File: src/rtl/rst_seq_pkg.sv
package rst_seq_pkg;
  localparam int CAUSE_W   = 4;
  localparam int CAUSE_POR = 0;
  localparam int CAUSE_PIN = 1;
  localparam int CAUSE_BOD = 2;
  localparam int CAUSE_SW  = 3;
endpackage

File: src/rtl/rst_async_sync.sv
// Asserts at once on the asynchronous input, releases after STAGES edges.
module rst_async_sync #(
  parameter int STAGES = 2
) (
  input  logic clk,
  input  logic arst_i,
  output logic srst_o
);
  logic [STAGES-1:0] chain_q;

  always_ff @(posedge clk or posedge arst_i) begin
    if (arst_i) chain_q <= '1;
    else        chain_q <= {chain_q[STAGES-2:0], 1'b0};
  end

  assign srst_o = chain_q[STAGES-1];
endmodule

File: src/rtl/bod_filter.sv
// Synchronizes the detector output and flags one event per stable high level.
module bod_filter #(
  parameter int SYNC   = 2,
  parameter int STABLE = 2
) (
  input  logic clk,
  input  logic rst_i,
  input  logic bod_i,
  output logic evt_o
);
  localparam int LEN = SYNC + STABLE - 1;

  logic [LEN-1:0] hist_q;
  logic           lvl_q;
  logic           lvl;

  assign lvl   = &hist_q[LEN-1:SYNC-1];
  assign evt_o = lvl & ~lvl_q;

  always_ff @(posedge clk) begin
    if (rst_i) begin
      hist_q <= '0;
      lvl_q  <= 1'b0;
    end else begin
      hist_q <= {hist_q[LEN-2:0], bod_i};
      lvl_q  <= lvl;
    end
  end
endmodule

File: src/rtl/rst_hold_ctrl.sv
// Holds reset for HOLD cycles after the last request, then strobes boot.
module rst_hold_ctrl #(
  parameter int HOLD = 4
) (
  input  logic clk,
  input  logic req_i,
  output logic rst_o,
  output logic boot_o
);
  localparam int CW = (HOLD > 1) ? $clog2(HOLD) : 1;

  logic [CW-1:0] cnt_q;
  logic          rst_q;
  logic          boot_q;

  always_ff @(posedge clk) begin
    if (req_i) begin
      rst_q  <= 1'b1;
      cnt_q  <= '0;
      boot_q <= 1'b0;
    end else if (rst_q) begin
      if (cnt_q == CW'(HOLD - 1)) begin
        rst_q  <= 1'b0;
        boot_q <= 1'b1;
        cnt_q  <= '0;
      end else begin
        cnt_q  <= cnt_q + CW'(1);
        boot_q <= 1'b0;
      end
    end else begin
      boot_q <= 1'b0;
    end
  end

  assign rst_o  = rst_q;
  assign boot_o = boot_q;
endmodule

File: src/rtl/rst_seq_ctrl.sv
module rst_seq_ctrl
  import rst_seq_pkg::*;
#(
  parameter int SYNC_STAGES = 2,
  parameter int HOLD_CYCLES = 4,
  parameter int BOD_STABLE  = 2
) (
  input  logic               clk,
  input  logic               por_i,
  input  logic               pin_rst_n_i,
  input  logic               bod_i,
  input  logic               sw_rst_i,
  input  logic               cfg_wr_i,
  input  logic               cfg_bod_en_i,
  input  logic               cfg_bod_rst_i,
  input  logic               bod_irq_clr_i,
  input  logic [CAUSE_W-1:0] cause_clr_i,
  output logic               core_rst_o,
  output logic               dbg_rst_o,
  output logic               boot_start_o,
  output logic               bod_irq_o,
  output logic [CAUSE_W-1:0] cause_o
);
  logic pin_arst;
  logic por_s, pin_s;
  logic bod_evt, bor_evt, bod_int_evt;
  logic hold_rst, req_any;
  logic bod_en_q, bod_mode_q, irq_q;
  logic [CAUSE_W-1:0] cause_q, cause_set;

  assign pin_arst = ~pin_rst_n_i;

  rst_async_sync #(.STAGES(SYNC_STAGES)) u_por_sync (
    .clk(clk), .arst_i(por_i), .srst_o(por_s));

  rst_async_sync #(.STAGES(SYNC_STAGES)) u_pin_sync (
    .clk(clk), .arst_i(pin_arst), .srst_o(pin_s));

  bod_filter #(.SYNC(SYNC_STAGES), .STABLE(BOD_STABLE)) u_bod_filt (
    .clk(clk), .rst_i(por_s), .bod_i(bod_i), .evt_o(bod_evt));

  assign bor_evt     = bod_evt & bod_en_q &  bod_mode_q;
  assign bod_int_evt = bod_evt & bod_en_q & ~bod_mode_q;
  assign req_any     = por_s | pin_s | sw_rst_i | bor_evt;

  rst_hold_ctrl #(.HOLD(HOLD_CYCLES)) u_hold (
    .clk(clk), .req_i(req_any), .rst_o(hold_rst), .boot_o(boot_start_o));

  // Asynchronous sources reach the core reset without waiting for the hold.
  assign core_rst_o = hold_rst | por_s | pin_s;
  assign dbg_rst_o  = por_s;

  always_ff @(posedge clk) begin
    if (core_rst_o) begin
      bod_en_q   <= 1'b0;
      bod_mode_q <= 1'b0;
    end else if (cfg_wr_i) begin
      bod_en_q   <= cfg_bod_en_i;
      bod_mode_q <= cfg_bod_rst_i;
    end
  end

  always_ff @(posedge clk) begin
    if (core_rst_o)         irq_q <= 1'b0;
    else if (bod_int_evt)   irq_q <= 1'b1;
    else if (bod_irq_clr_i) irq_q <= 1'b0;
  end
  assign bod_irq_o = irq_q;

  always_comb begin
    cause_set            = '0;
    cause_set[CAUSE_PIN] = pin_s;
    cause_set[CAUSE_BOD] = bor_evt;
    cause_set[CAUSE_SW]  = sw_rst_i;
  end

  always_ff @(posedge clk) begin
    if (por_s) begin
      cause_q            <= '0;
      cause_q[CAUSE_POR] <= 1'b1;
    end else begin
      cause_q <= (cause_q & ~cause_clr_i) | cause_set;
    end
  end
  assign cause_o = cause_q;
endmodule

File: config.mk
export PLATFORM = sky130hd
export DESIGN_NAME = rst_seq_ctrl
export DESIGN_NICKNAME = d
export VERILOG_FILES = /design/src/rtl/rst_seq_pkg.sv /design/src/rtl/rst_async_sync.sv /design/src/rtl/bod_filter.sv /design/src/rtl/rst_hold_ctrl.sv /design/src/rtl/rst_seq_ctrl.sv
export SDC_FILE = /design/constraint.sdc
export NUM_CORES = 1
export LEC_CHECK = 0
export ABC_AREA = 1
export CAP_MARGIN = 20
export CORE_MARGIN = 4
export CORE_UTILIZATION = 47
export DETAILED_ROUTE_END_ITERATION = 7
export MAX_ROUTING_LAYER = met4
export PLACE_DENSITY = 0.81
export SYNTH_ARGS = -nofsm -noshare
export SYNTH_HDL_FRONTEND = slang
export SYNTH_SLANG_ARGS = --single-unit
File: constraint.sdc
create_clock -name clk -period 2.38 [get_ports clk]
set_input_delay 0.595 -clock clk [delete_from_list [all_inputs] [get_ports clk]]
set_output_delay 0.595 -clock clk [all_outputs]
set_load 0.03 [all_outputs]
==> flow_metrics.env <==
export IMPL_status="complete, no violations"
export IMPL_fmax_mhz=439.1
export IMPL_startpoint_type="flop"
export IMPL_multi_input_area_um2=210.2
export IMPL_synth_ff_type="dfxtp_1"
export IMPL_worstPathArrival_ns=1.68
export IMPL_cp_top_family="buffers and inverters"
export IMPL_path_max_fanout=10
export IMPL_drt_wl_total_mm=1.130
export IMPL_synth_cell_type_count=18
export IMPL_port_buffers=20
export IMPL_grt_max_degree=13
export IMPL_synth_top_area_share_pct=43.96
export IMPL_place_area_um2=894.6
export IMPL_async_flop_share_pct=21.05
export IMPL_die_x_um=46.13
export IMPL_drv_cap=0
export IMPL_ir_worst_vdd_mv=0.5016
export IMPL_whs_ns=0.3652
export IMPL_grt_ovfl_total=0
export IMPL_drive_gt1_share_pct=14.14
export IMPL_antenna_left=0
export IMPL_drt_iter0_markers=2
export IMPL_register_area_um2=405.4
export IMPL_crit_buf_inv=1
export IMPL_synth_cells=75
export IMPL_cts_buffers=3
export IMPL_cts_max_level=1
export IMPL_worstSkewPairLatency_ns=0.30
export IMPL_antenna_found_initial=0
export IMPL_total_power_mw=0.5543
export IMPL_cts_clk_slew_worst_paths_ns=0.11
export IMPL_hp_class="flop to flop"
export IMPL_grt_use_total_pct=13.08
export IMPL_fin_setup_tns_ns=0
export IMPL_grt_pass1_wl_mm=1.863
export IMPL_setup_viol=0
export IMPL_vias_per_cell=4.474
export IMPL_avgSynthCellArea_um2=9.109
export IMPL_ios=21
export IMPL_crit_chain="clkdlybuf4s50_1"
export IMPL_stdcell_count=114
export IMPL_die_h_um=46.13
export IMPL_slew_viol_final=0
export IMPL_synth_seq_cells=19
export IMPL_core_um2=1334
export IMPL_final_nets=114
export IMPL_finalClockSkew_ns=0.005475
export IMPL_drt_pass1_iterations=3
export IMPL_wire_per_inst_um=9.912
export IMPL_p_leak_nw=0.4008
export IMPL_cts_tree="done"
export IMPL_critPathMaxStageDelay_ns=0.72
export IMPL_hold_viol=0
export IMPL_design_area_um2=923.4
export IMPL_row_count=13
export IMPL_power_density_nw_per_um2=600.3
export IMPL_synthTopCellsByCount="dfxtp_1 (15), inv_1 (15), nand2_1 (11)"
export IMPL_syn_to_final_growth_pct=35.16
export IMPL_gp_congestion=0.6875
export IMPL_required_ns=1.78
export IMPL_start_util_pct=51.22
export IMPL_synth_area_leaders="dfxtp_1 (44%), dfstp_2 (15%), inv_1 (8.2%), nand2_1 (6.0%), nor2_1 (4.9%)"
export IMPL_final_util_pct=69.23
export IMPL_critical_path_class="flop to output pin"
export IMPL_worst_slack_ns=0.1027
export IMPL_synth_area_leader_cell="dfxtp_1"
export IMPL_syn_area_um2=683.2
export IMPL_yosysWarnings=0
export IMPL_dp_slack_ns=0.3181
export IMPL_hpwl_um=934.5
export IMPL_fillers=110
export IMPL_vias=510
export IMPL_grt_pass1_vias=496
export IMPL_rsz0062_at_grt="false"
export IMPL_drc=0
export IMPL_dp_cells=110
export IMPL_diodes=0
export IMPL_cts_root_buffer="clkbuf_4"
export IMPL_post_route_period_util_pct=95.69
export IMPL_die_area_um2=2128
export IMPL_crit_path_end_kind="output pin"
export IMPL_yosysSeqAreaShare_pct=59.34
export IMPL_cp_slowest_cell="clkdlybuf4s50_1"
export IMPL_clockBufferDepth=2
export IMPL_finalCriticalPeriod_ns=2.277
export IMPL_clkSinkCount=19
export IMPL_synth_edf_count=0
-- state kept, by name (all words and copies together) (netlist names) --
register	flops
cause_o	4
u_hold.rst_o	1
u_por_sync.chain_q	2
u_bod_filt.lvl_q	1
bod_mode_q	1
u_bod_filt.hist_q	3
u_hold.cnt_q	2
bod_en_q	1
bod_irq_o	1
u_pin_sync.chain_q	2
u_hold.boot_o	1
-- where the power goes --
part | switching (mW) | internal (mW)
logic | 0.0225 | 0.0300
clock network | 0.0990 | 0.0640
registers | 0.00720 | 0.332
-- kinds of logic after synthesis --
logic type      count (synthesis)  synth area share, %
compound gates                  9                7.325
fa+ha+maj                       1                1.831
simple gates                   28                20.52
buf+inv                        17                10.44
flops                          19                59.34
other cells                     1               0.5489
-- cell usage in the layout (no fill, tap or decap), types with 2 or more instances in the layout --
| cell | n |
|---|---|
| clkdlybuf4s50_1 | 19 |
| inv_1 | 15 |
| dfxtp_1 | 15 |
| nand2_1 | 11 |
| nor2_1 | 9 |
| a21oi_1 | 6 |
| dfstp_2 | 4 |
| clkbuf_4 | 3 |
| nand3_2 | 2 |
| a21boi_0 | 2 |
| nand3_1 | 2 |
| conb_1 | 2 |
-- per-layer routing --
layer  track usage [%]  vias up  share of wire (%)
met5                 -        -                  0
met3             7.031        2                9.0
met1             13.35      221                 40
met2             20.88       18                 50
li1                  -      269                  -
met4             5.114        0               0.88
-- what timing repair did --
item	4_1_cts	5_1_grt
endpoints found under the setup margin	1	0
gates resized for setup	1	0
buffers inserted	0	0
hold buffers	0	0
-- area by class of cell --
cell class	instances	area share [%]
clock inverter	1	0.8130
clock buffer	3	2.439
multi-input combinational	40	22.76
timing repair buffer	20	21.54
tap	15	2.033
inverter	16	6.504
sequential	19	43.90
-- path summary, 6_finish.rpt --
path	startpoint	to	slack (ns)	cells after the start
max in group asynchronous	pin_rst_n_i	u_pin_sync.chain_q[1]$_DFF_PN1_	1.74	1
max reg2reg	u_hold.cnt_q[0]$_SDFFE_PP0P_	u_hold.cnt_q[1]$_SDFFE_PP0P_	1.34	4
min	u_por_sync.chain_q[0]$_DFF_PP1_	u_por_sync.chain_q[1]$_DFF_PP1_	0.37	0
min reg2reg	u_por_sync.chain_q[0]$_DFF_PP1_	u_por_sync.chain_q[1]$_DFF_PP1_	0.37	0
min in group asynchronous	por_i	u_por_sync.chain_q[1]$_DFF_PP1_	0.60	2
max	u_por_sync.chain_q[1]$_DFF_PP1_	dbg_rst_o	0.10	1
Note: power is estimated with default switching activity, not from simulation.
